### src/rtl/usb_lm_pkg.sv
package usb_lm_pkg;

  typedef enum logic [1:0] {
    LS_SE0 = 2'd0,
    LS_J   = 2'd1,
    LS_K   = 2'd2,
    LS_SE1 = 2'd3
  } lineSt_t;

  // control -> datapath
  typedef struct packed {
    logic clrIdle;
    logic runSusp;
    logic runDrive;
  } ctlStrobe_t;

  // datapath -> control
  typedef struct packed {
    logic jToK;
    logic se0Now;
    logic se0End;
    logic se0Long;
    logic idleDone;
    logic nonJ;
    logic wakeOk;
    logic driveDone;
  } dpFlag_t;

  function automatic lineSt_t classifyLine(input logic dp, input logic dm, input logic lowSpd);
    lineSt_t res;
    case ({dp, dm})
      2'b00:   res = LS_SE0;
      2'b11:   res = LS_SE1;
      2'b10:   res = lowSpd ? LS_K : LS_J;
      default: res = lowSpd ? LS_J : LS_K;
    endcase
    return res;
  endfunction

  function automatic int usToCycles(input int clkHz, input int us);
    return (clkHz / 1000) * us / 1000;
  endfunction

  function automatic int nsToCycles(input int clkHz, input int ns);
    return (clkHz / 1000) * ns / 1000000;
  endfunction

endpackage

### src/rtl/usb_lm_datapath.sv
module usb_lm_datapath
  import usb_lm_pkg::*;
#(
  parameter int SUSP_CYC  = 144000,
  parameter int RESET_CYC = 120,
  parameter int WMIN_CYC  = 240000,
  parameter int DRIVE_CYC = 480000,
  parameter int EOP_MAX   = 4
) (
  input  logic       clk,
  input  logic       rstN,
  input  logic       sampleEn,
  input  logic       lineDp,
  input  logic       lineDm,
  input  logic       lowSpeed,
  input  ctlStrobe_t ctl,
  output dpFlag_t    flags,
  output logic [1:0] lineState
);

  localparam int SW = $clog2(SUSP_CYC + 1);
  localparam int RW = $clog2(RESET_CYC + 1);
  localparam int WW = $clog2(WMIN_CYC + 1);
  localparam int DW = $clog2(DRIVE_CYC + 1);
  localparam int BW = $clog2(EOP_MAX + 1);
  localparam logic [SW-1:0] SUSP_MAX  = SW'(SUSP_CYC);
  localparam logic [RW-1:0] RESET_MAX = RW'(RESET_CYC);
  localparam logic [WW-1:0] WMIN_MAX  = WW'(WMIN_CYC);
  localparam logic [DW-1:0] DRIVE_END = DW'(DRIVE_CYC - 1);
  localparam logic [BW-1:0] BITS_MAX  = BW'(EOP_MAX);

  lineSt_t lineSt, prevSt;
  logic    sampleVld;
  logic [BW-1:0] se0Bits;
  logic [RW-1:0] se0Cyc;
  logic [SW-1:0] idleCnt;
  logic [WW-1:0] suspCnt;
  logic [DW-1:0] driveCnt;

  // line sampler: two most recent samples plus a valid strobe
  always_ff @(posedge clk) begin
    if (!rstN) begin
      lineSt    <= LS_SE0;
      prevSt    <= LS_SE0;
      sampleVld <= 1'b0;
    end else begin
      sampleVld <= sampleEn;
      if (sampleEn) begin
        prevSt <= lineSt;
        lineSt <= classifyLine(lineDp, lineDm, lowSpeed);
      end
    end
  end

  // SE0 run length in samples and in clock cycles
  always_ff @(posedge clk) begin
    if (!rstN) begin
      se0Bits <= '0;
      se0Cyc  <= '0;
    end else begin
      if (sampleVld) begin
        if (lineSt != LS_SE0) se0Bits <= '0;
        else if (se0Bits != BITS_MAX) se0Bits <= se0Bits + 1'b1;
      end
      if (lineSt != LS_SE0) se0Cyc <= '0;
      else if (se0Cyc != RESET_MAX) se0Cyc <= se0Cyc + 1'b1;
    end
  end

  // idle, suspend-age and wake-drive counters
  always_ff @(posedge clk) begin
    if (!rstN) begin
      idleCnt  <= '0;
      suspCnt  <= '0;
      driveCnt <= '0;
    end else begin
      if (ctl.clrIdle || lineSt != LS_J) idleCnt <= '0;
      else if (idleCnt != SUSP_MAX) idleCnt <= idleCnt + 1'b1;

      if (!ctl.runSusp) suspCnt <= '0;
      else if (suspCnt != WMIN_MAX) suspCnt <= suspCnt + 1'b1;

      if (!ctl.runDrive) driveCnt <= '0;
      else driveCnt <= driveCnt + 1'b1;
    end
  end

  always_comb begin
    flags.jToK      = sampleVld && prevSt == LS_J && lineSt == LS_K;
    flags.se0Now    = lineSt == LS_SE0;
    flags.se0End    = sampleVld && prevSt == LS_SE0 && lineSt != LS_SE0 &&
                      se0Bits != '0 && se0Bits < BITS_MAX && se0Cyc != RESET_MAX;
    flags.se0Long   = lineSt == LS_SE0 && se0Cyc == RESET_MAX - 1'b1;
    flags.idleDone  = idleCnt == SUSP_MAX;
    flags.nonJ      = lineSt != LS_J;
    flags.wakeOk    = suspCnt == WMIN_MAX;
    flags.driveDone = driveCnt == DRIVE_END;
  end

  assign lineState = lineSt;

endmodule

### src/rtl/usb_lm_control.sv
module usb_lm_control
  import usb_lm_pkg::*;
(
  input  logic       clk,
  input  logic       rstN,
  input  dpFlag_t    flags,
  input  logic       wakeReq,
  output ctlStrobe_t ctl,
  output logic       sopPulse,
  output logic       eopPulse,
  output logic       resetPulse,
  output logic       resumePulse,
  output logic       suspended,
  output logic       wakeDrive
);

  typedef enum logic [1:0] {ST_ACTIVE, ST_SUSP, ST_WAKE} ctlSt_t;

  ctlSt_t state;
  logic   inPacket;

  always_ff @(posedge clk) begin
    if (!rstN) begin
      state       <= ST_ACTIVE;
      inPacket    <= 1'b0;
      sopPulse    <= 1'b0;
      eopPulse    <= 1'b0;
      resetPulse  <= 1'b0;
      resumePulse <= 1'b0;
    end else begin
      sopPulse    <= 1'b0;
      eopPulse    <= 1'b0;
      resetPulse  <= 1'b0;
      resumePulse <= 1'b0;
      case (state)
        ST_ACTIVE: begin
          if (flags.se0Now) inPacket <= 1'b0;
          if (flags.se0Long) resetPulse <= 1'b1;
          if (flags.se0End) eopPulse <= 1'b1;
          if (flags.jToK && !inPacket) begin
            sopPulse <= 1'b1;
            inPacket <= 1'b1;
          end
          if (flags.idleDone) state <= ST_SUSP;
        end
        ST_SUSP: begin
          inPacket <= 1'b0;
          if (flags.nonJ) begin
            state       <= ST_ACTIVE;
            resumePulse <= 1'b1;
          end else if (wakeReq && flags.wakeOk) begin
            state <= ST_WAKE;
          end
        end
        ST_WAKE: begin
          if (flags.driveDone) begin
            state       <= ST_ACTIVE;
            resumePulse <= 1'b1;
          end
        end
        default: state <= ST_ACTIVE;
      endcase
    end
  end

  always_comb begin
    ctl.clrIdle  = state != ST_ACTIVE;
    ctl.runSusp  = state == ST_SUSP;
    ctl.runDrive = state == ST_WAKE;
  end

  assign suspended = state != ST_ACTIVE;
  assign wakeDrive = state == ST_WAKE;

endmodule

### src/rtl/usb_line_monitor.sv
module usb_line_monitor
  import usb_lm_pkg::*;
#(
  parameter int CLK_HZ        = 48000000,
  parameter int SUSPEND_US    = 3000,
  parameter int RESET_NS      = 2500,
  parameter int WAKE_MIN_US   = 5000,
  parameter int WAKE_DRIVE_US = 10000,
  parameter int EOP_MAX_BITS  = 4
) (
  input  logic       clk,
  input  logic       rstN,
  input  logic       sampleEn,
  input  logic       lineDp,
  input  logic       lineDm,
  input  logic       lowSpeed,
  input  logic       wakeReq,
  output logic [1:0] lineState,
  output logic       sopPulse,
  output logic       eopPulse,
  output logic       resetPulse,
  output logic       suspended,
  output logic       resumePulse,
  output logic       wakeDrive
);

  localparam int SUSP_CYC  = usToCycles(CLK_HZ, SUSPEND_US);
  localparam int RESET_CYC = nsToCycles(CLK_HZ, RESET_NS);
  localparam int WMIN_CYC  = usToCycles(CLK_HZ, WAKE_MIN_US);
  localparam int DRIVE_CYC = usToCycles(CLK_HZ, WAKE_DRIVE_US);

  ctlStrobe_t ctl;
  dpFlag_t    flags;

  usb_lm_datapath #(
    .SUSP_CYC (SUSP_CYC),
    .RESET_CYC(RESET_CYC),
    .WMIN_CYC (WMIN_CYC),
    .DRIVE_CYC(DRIVE_CYC),
    .EOP_MAX  (EOP_MAX_BITS)
  ) u_dp (
    .clk      (clk),
    .rstN     (rstN),
    .sampleEn (sampleEn),
    .lineDp   (lineDp),
    .lineDm   (lineDm),
    .lowSpeed (lowSpeed),
    .ctl      (ctl),
    .flags    (flags),
    .lineState(lineState)
  );

  usb_lm_control u_ctl (
    .clk        (clk),
    .rstN       (rstN),
    .flags      (flags),
    .wakeReq    (wakeReq),
    .ctl        (ctl),
    .sopPulse   (sopPulse),
    .eopPulse   (eopPulse),
    .resetPulse (resetPulse),
    .resumePulse(resumePulse),
    .suspended  (suspended),
    .wakeDrive  (wakeDrive)
  );

endmodule

### config.mk
export PLATFORM = sky130hd
export DESIGN_NAME = usb_line_monitor
export DESIGN_NICKNAME = d
export VERILOG_FILES = /design/src/rtl/usb_lm_pkg.sv /design/src/rtl/usb_lm_datapath.sv /design/src/rtl/usb_lm_control.sv /design/src/rtl/usb_line_monitor.sv
export SDC_FILE = /design/constraint.sdc
export NUM_CORES = 1
export LEC_CHECK = 0
export ABC_AREA = 1
export BUFFER_PORTS_ARGS = -buffer_cell sky130_fd_sc_hd__buf_2
export CAP_MARGIN = 20
export CORE_ASPECT_RATIO = 0.6
export CORE_MARGIN = 1
export CORE_UTILIZATION = 25
export DETAILED_ROUTE_END_ITERATION = 8
export GPL_TIMING_DRIVEN = 0
export HOLD_SLACK_MARGIN = 0.08
export PLACE_DENSITY_LB_ADDON = 0.3
export SYNTH_ARGS = -nofsm -noshare
export SYNTH_HDL_FRONTEND = slang
export SYNTH_SLANG_ARGS = --single-unit
### constraint.sdc
create_clock -name clk -period 3.3 [get_ports clk]
set_clock_uncertainty 0.15 [all_clocks]
set_input_delay 0.33 -clock clk [delete_from_list [all_inputs] [get_ports clk]]
set_output_delay 0.33 -clock clk [all_outputs]
set_load 0.02 [all_outputs]
==> After elaboration in Yosys (flattened, before gate mapping) <==
Index checks and enable logic that the tools add are counted.
{ "classes": {"n_addsub": 5, "mul": 0, "n_div": 0, "n_lt_le_gt_ge": 1, "n_eq_ne": 19, "shifts": 0, "muxes": 19, "bitwise_logic": 1, "reduce_logical": 29} }
{ "op_table": {"columns": ["op", "count"], "rows": [
  ["$add A18 B1 Y18 const B", 2],
  ["$eq A18 B18 Y1 const B", 2],
  ["$ne A18 B18 Y1 const B", 2],
  ["$add A19 B1 Y19 const B", 1],
  ["$eq A19 B19 Y1 const B", 1],
  ["$mux W2", 6],
  ["$pmux W2 S3", 2],
  ["$logic_and A1 B1 Y1", 10],
  ["$reduce_and A2 Y1", 5],
  ["$eq A2 B2 Y1 const B", 4],
  ["$logic_not A2 Y1", 4],
  ["$reduce_bool A2 Y1", 4],
  ["$add A7 B1 Y7 const B", 1],
  ["$eq A7 B7 Y1 const B", 1],
  ["$mux W1", 7],
  ["$ne A7 B7 Y1 const B", 1],
  ["$mux W3", 2],
  ["$ne A3 B2 Y1 const B", 2],
  ["$eq A2 B1 Y1 const B", 2],
  ["$ne A2 B1 Y1 const B", 2],
  ["$pmux W1 S2", 2],
  ["$reduce_or A2 Y1", 2],
  ["$add A3 B1 Y3 const B", 1],
  ["$lt A3 B3 Y1 const B", 1],
  ["7 further kinds", 7]
]} }
{ "totals": {"regBits": 77, "latchBits": 0, "ram_bits": 0, "romBits": 0, "input_bits": 7, "mem_count": 0} }

==> Logic depth before layout (Yosys ltp) <==
{ "logic_depth": {"word_depth": 7, "ltp_mapped": 11} }

==> By module <==
From an unflattened synthesis, not the netlist that was laid out.
{ "hier_totals": {"cells_unflattened": 578, "area_unflattened_um2": 3905.0} }
{ "modules_own_cells": {"columns": ["mod", "instances", "cells_each", "area_per_inst_um2", "seq_area_each_um2"], "rows": [
  ["usb_lm_datapath", 1, 522, 3529.6, 1401.3],
  ["usb_lm_control", 1, 56, 375.4, 140.1]
]} }

==> Worst setup path before layout <==
OpenSTA, ideal clock, no wires.
{ "synth_path": {"kind": "flip-flop to flip-flop", "start": "reg u_ctl.state[0]", "end": "reg u_dp.driveCnt[5]", "setup_time_ns": 0.070, "arrival_ns": 1.302, "required_time_ns": 3.080, "setup_slack_ns": 1.779, "path_stages_with_launch": 8, "path_cell_list": "dfxtp_1 -> inv_1 -> ha_1 -> nand2_1 -> inv_1 -> buf_6 -> o21ai_0 -> a21oi_1"} }
{ "synth_via": {"elab_chain_cells": 2} }
{ "synth_lines": {"columns": ["item", "line", "text"], "rows": [
  ["from (decl)", "usb_lm_control.sv:19", "ctlSt_t state;"],
  ["from (signal assigned)", "usb_lm_control.sv:24", "state <= ST_ACTIVE;"],
  ["from (signal assigned)", "usb_lm_control.sv:44", "if (flags.idleDone) state <= ST_SUSP;"],
  ["from (signal assigned)", "usb_lm_control.sv:49", "state <= ST_ACTIVE;"],
  ["$eq A2 B2 Y1", null, null],
  ["named net wakeDrive", "usb_line_monitor.sv:24", "output logic wakeDrive"],
  ["$reduce_and A2 Y1 (no line)", null, null],
  ["to (signal assigned)", "usb_lm_datapath.sv:84", "else driveCnt <= driveCnt + 1'b1;"],
  ["to (decl)", "usb_lm_datapath.sv:38", "logic [DW-1:0] driveCnt;"]
]} }
The timed path passes the listed nets, and every way through them passes these cells.
A chain may end at the register's enable or synchronous reset.

==> Final worst setup path <==
{ "layout_path": {"start": "reg u_dp.driveCnt[0]", "end": "reg u_dp.driveCnt[14]"} }
{ "layout_via": {"elab_chain_cells": 1} }
{ "layout_lines": {"columns": ["item", "line"], "rows": [
  ["$add A19 B1 Y19", "usb_lm_datapath.sv:84"]
]} }
Every way passes these cells.

==> impl_summary.md <==
Layout
Relative to the synthesized area, the layout overhead comes to 16.78%. The finished layout cell area is 4389 sq um. For this run, the share of the core covered by cells in the final layout is 30.08%. The number of fillers in the final layout is 1550.

The number of non-filler instances in the completed layout is 748. Summing all multi-input logic gate instances after layout gives 1884 sq um. The final antenna diode count is 0. Across the whole layout, storage elements account for 1541 sq um. The post-route netlist has 11.09% of its cells at a drive strength greater than 1. The final layout contains 564 nets.

Pwr
Of the total power, combinational logic draws 13.7%. The share of power burned in registers is 42.6%. Power spread over the standard cell area amounts to 521.5 nW/um^2. The maximum resistive drop on vdd is 0.2132 mV. The net switching power is 0.0006202 W. Summed over all cells, the static leakage comes to 1.633 nW. The design internal power is 0.001669 W. Of the total power, the clock network draws 43.7%.

Net switching is 27.09% of the power.

Synthesis
sky130_fd_sc_hd__dfxtp_1 takes more of the synthesized area than any other cell. After technology mapping, the gate count stands at 519. The leading register cell type out of synthesis is sky130_fd_sc_hd__dfxtp_1. The average cell area after synthesis is 7.242 sq um. The share of Yosys cell area claimed by the top area cell type is 41.01%.

The number of warnings printed during yosys synthesis is 0. Ranked by instance count, the synthesized netlist is headed by 84 x sky130_fd_sc_hd__nand2_1, 77 x sky130_fd_sc_hd__dfxtp_1, 77 x sky130_fd_sc_hd__inv_1. The part of the Yosys area used for sequential elements is 41.01%. After synthesis, the cell types taking the most area are sky130_fd_sc_hd__dfxtp_1 41%, sky130_fd_sc_hd__nand2_1 8.4%, sky130_fd_sc_hd__inv_1 7.7%. The synthesized design contains 0 enable-type register cells. The area of the mapped netlist is 3759 sq um. The post-synthesis net count is 538.

The fraction of synthesis flops using an asynchronous set or reset pin is 0%. The number of distinct library cells after synthesis is 38. The library cell with the highest instance count after synthesis is sky130_fd_sc_hd__nand2_1.

The synthesized design contains 77 register bits.

GRT
The sum of overflow across all layers after global routing is 0. For met2 alone, demand over resource in global routing was 15.45%. The first global-routing pass estimated 14000 microns of wire. The pin count of the biggest net entering global routing is 14. Global routing used 16.45% of the available met1 tracks. The number of antenna violations at the first check in global routing is 0. met1 is the most crowded layer. The global-route usage over all layers is 11.14%. The met3 capacity usage during global routing is 3.473%. The via count of the first global-routing pass came to 2988.

Setup path
The startpoint class of the critical path is a register. The largest driver fanout on the critical path is 4. The type of destination of the critical path is a register. The worst path required time is 3370 ps. Data arrives at the worst endpoint at 1890 ps. The classification of the worst setup path is reg -> reg.

Min path
The worst min-delay path category is in -> reg.

Floorplanning
The die covers 15540 sq um. After floorplanning, the core was divided into 34 placement rows. The die width is 160.3 microns. 15 I/O pins were placed.

The standard cell core area is 14590 sq um. Once the floorplan was initialized, standard cells occupied 25.76% of the core. The height of the die is 96.98 microns.

Route
After detailed routing, the number of remaining DRC violations is 0. The detailed-route wire length per cell is 10.80 microns. The detailed-route vias per instance is 4.320. Wires add up to 8082 microns. The number of optimization iterations in the first detailed-route pass is 4.

The first routing iteration left 202 violations. Detailed routing inserted a total of 3231 vias. The count of nets left with antenna violations once routing finished came out at 0.

Run status
The run finished with clean final reports.

Clocking
TritonCTS created 9 clock buffers. The CTS tree is yes. The root buffer cell chosen for the clock tree is sky130_fd_sc_hd__clkbuf_16.

Clock tree synthesis found a total of 77 sinks. The later pin in the worst-skew pair is clocked with a latency of 330 ps. After clock tree synthesis, the repair step resized 0 gates. The H-tree depth is 3. The maximum count of clock buffers along a single path is 2. Clock-pin slew was measured on the worst setup and hold paths at 60 ps.

Timing
Setup violations remaining at the end of the flow were counted as 0. Setup repair after global routing left no endpoint under its margin. The max-slew violation count is 0. The number of hold violations in the final report is 0. Measured against its own limit, the worst slew margin works out to 66.63%. The achievable clock frequency is 551.6 MHz. The final total negative setup slack is 0 ps.

The ratio of final minimum period to clock period is 54.93%. The shortest period the worst path allows is 1813 ps. The slew at the pin closest to its max-slew limit is 500.6 ps.

Place
After legalization and detailed placement, the total HPWL measured 6177 microns. Including well taps, the total number of placed cells is 731. The placed instance area is 4076 sq um. The count of port buffers added during placement is 14.

The global placer's final weighted congestion is 0.7537.

Flow run
The max capacitance violation total is 0.
==> worst max-delay path, stage by stage, from the launching register on <==
cell,delay [ps]
sky130_fd_sc_hd__dfxtp_1,360
sky130_fd_sc_hd__ha_1,230
sky130_fd_sc_hd__nand2_1,120
sky130_fd_sc_hd__nor2_1,160
sky130_fd_sc_hd__nand2_1,140
sky130_fd_sc_hd__nor2_2,180
sky130_fd_sc_hd__nand4_1,160
sky130_fd_sc_hd__o21ai_1,150
sky130_fd_sc_hd__a21oi_1,50
==> layout by cell type, fill, tap and decap left out, types with 4 or more instances in the layout <==
master,netlist,layout
sky130_fd_sc_hd__o21a_1,4,4
sky130_fd_sc_hd__buf_2,2,16
sky130_fd_sc_hd__clkbuf_16,0,9
sky130_fd_sc_hd__nand3_1,31,31
sky130_fd_sc_hd__dfxtp_1,77,77
sky130_fd_sc_hd__o21ai_1,4,4
sky130_fd_sc_hd__o21ai_0,27,27
sky130_fd_sc_hd__nor2_1,67,67
sky130_fd_sc_hd__nand2_1,84,84
sky130_fd_sc_hd__xor2_1,8,8
sky130_fd_sc_hd__ha_1,12,12
sky130_fd_sc_hd__nor2_2,6,6
sky130_fd_sc_hd__a21oi_1,45,45
sky130_fd_sc_hd__nor3_1,16,16
sky130_fd_sc_hd__inv_2,4,4
sky130_fd_sc_hd__nand2_2,7,7
sky130_fd_sc_hd__a211oi_1,5,5
sky130_fd_sc_hd__nand4_1,11,11
sky130_fd_sc_hd__inv_1,77,77
==> per-stage QoR <==
| stage | hold WS (ps) | setup WS [ps] | power [W] |
|---|---|---|---|
| global placement | 289.7 | 1522 | 0.001301 |
| global route | 129.6 | 1274 | 0.002428 |
| detailed placement | 300.1 | 1482 | 0.001312 |
| floorplan | 264.2 | 1779 | 0.001221 |
| finish | 110.6 | 1487 | 0.002289 |
| CTS | 100.6 | 1477 | 0.002332 |
==> routing by layer <==
| layer | share of wire [%] | routed length [microns] | up-vias |
|---|---|---|---|
| li1 | - | - | 1748 |
| met1 | 56 | 4535 | 1451 |
| met2 | 40 | 3224 | 28 |
| met3 | 3.4 | 275 | 4 |
| met4 | 0.57 | 46 | 0 |
| met5 | 0 | 0 | - |
==> timing repair <==
item | CTS | global route
hold endpoints to repair | 2 | 0
hold buffers | 1 | 0
setup buffers | 0 | 0
==> registers in the layout (all words and copies together), names as in the netlist, 2 cells and up <==
| signal | flops |
|---|---|
| u_dp.lineState | 2 |
| u_dp.driveCnt | 19 |
| u_dp.idleCnt | 18 |
| u_dp.prevSt | 2 |
| u_dp.se0Cyc | 7 |
| u_ctl.state | 2 |
| u_dp.se0Bits | 3 |
| u_dp.suspCnt | 18 |
==> path summary, 6_finish.rpt <==
check / start / to / slack, ps / depth (start not counted)
max: u_dp.driveCnt[0] / u_dp.driveCnt[14] / 1490 / 8
min: lineDm / u_dp.lineState[1] / 110 / 3
max reg2reg: u_dp.driveCnt[0] / u_dp.driveCnt[14] / 1490 / 8
min reg2reg: u_dp.driveCnt[18] / u_dp.driveCnt[18] / 310 / 2
==> final cells by class <==
type / instances / share of cell area, %
Clock buffer: 11 / 5.530
Timing Repair Buffer: 15 / 1.824
Clock inverter: 5 / 1.368
Tap cell: 198 / 5.644
Buffer: 4 / 0.5701
Sequential cell: 77 / 35.12
Multi-Input combinational cell: 356 / 42.93
Inverter: 82 / 7.013
==> cell families (layout without fill, tap and decap cells) <==
group           count (synthesis)  in the layout  share of synthesized area [%]
buf+inv                        86            117                          8.855
compound gates                 92             92                          13.35
fa+ha+maj                      12             12                          3.995
flops                          77             77                          41.01
simple gates                  243            243                          30.69
xor+xnor                        9              9                          2.097
==> power by group through the flow <==
stage                     combinational (W)  sequential [W]  clock [W]
final                              0.000314        0.000975    0.00100
after global routing               0.000362        0.000979    0.00109
after CTS                          0.000317        0.000976    0.00104
after detailed placement           0.000315        0.000997          0
after global placement             0.000307        0.000995          0
after floorplan                    0.000226        0.000995          0
(Power assumes the default switching activity.)
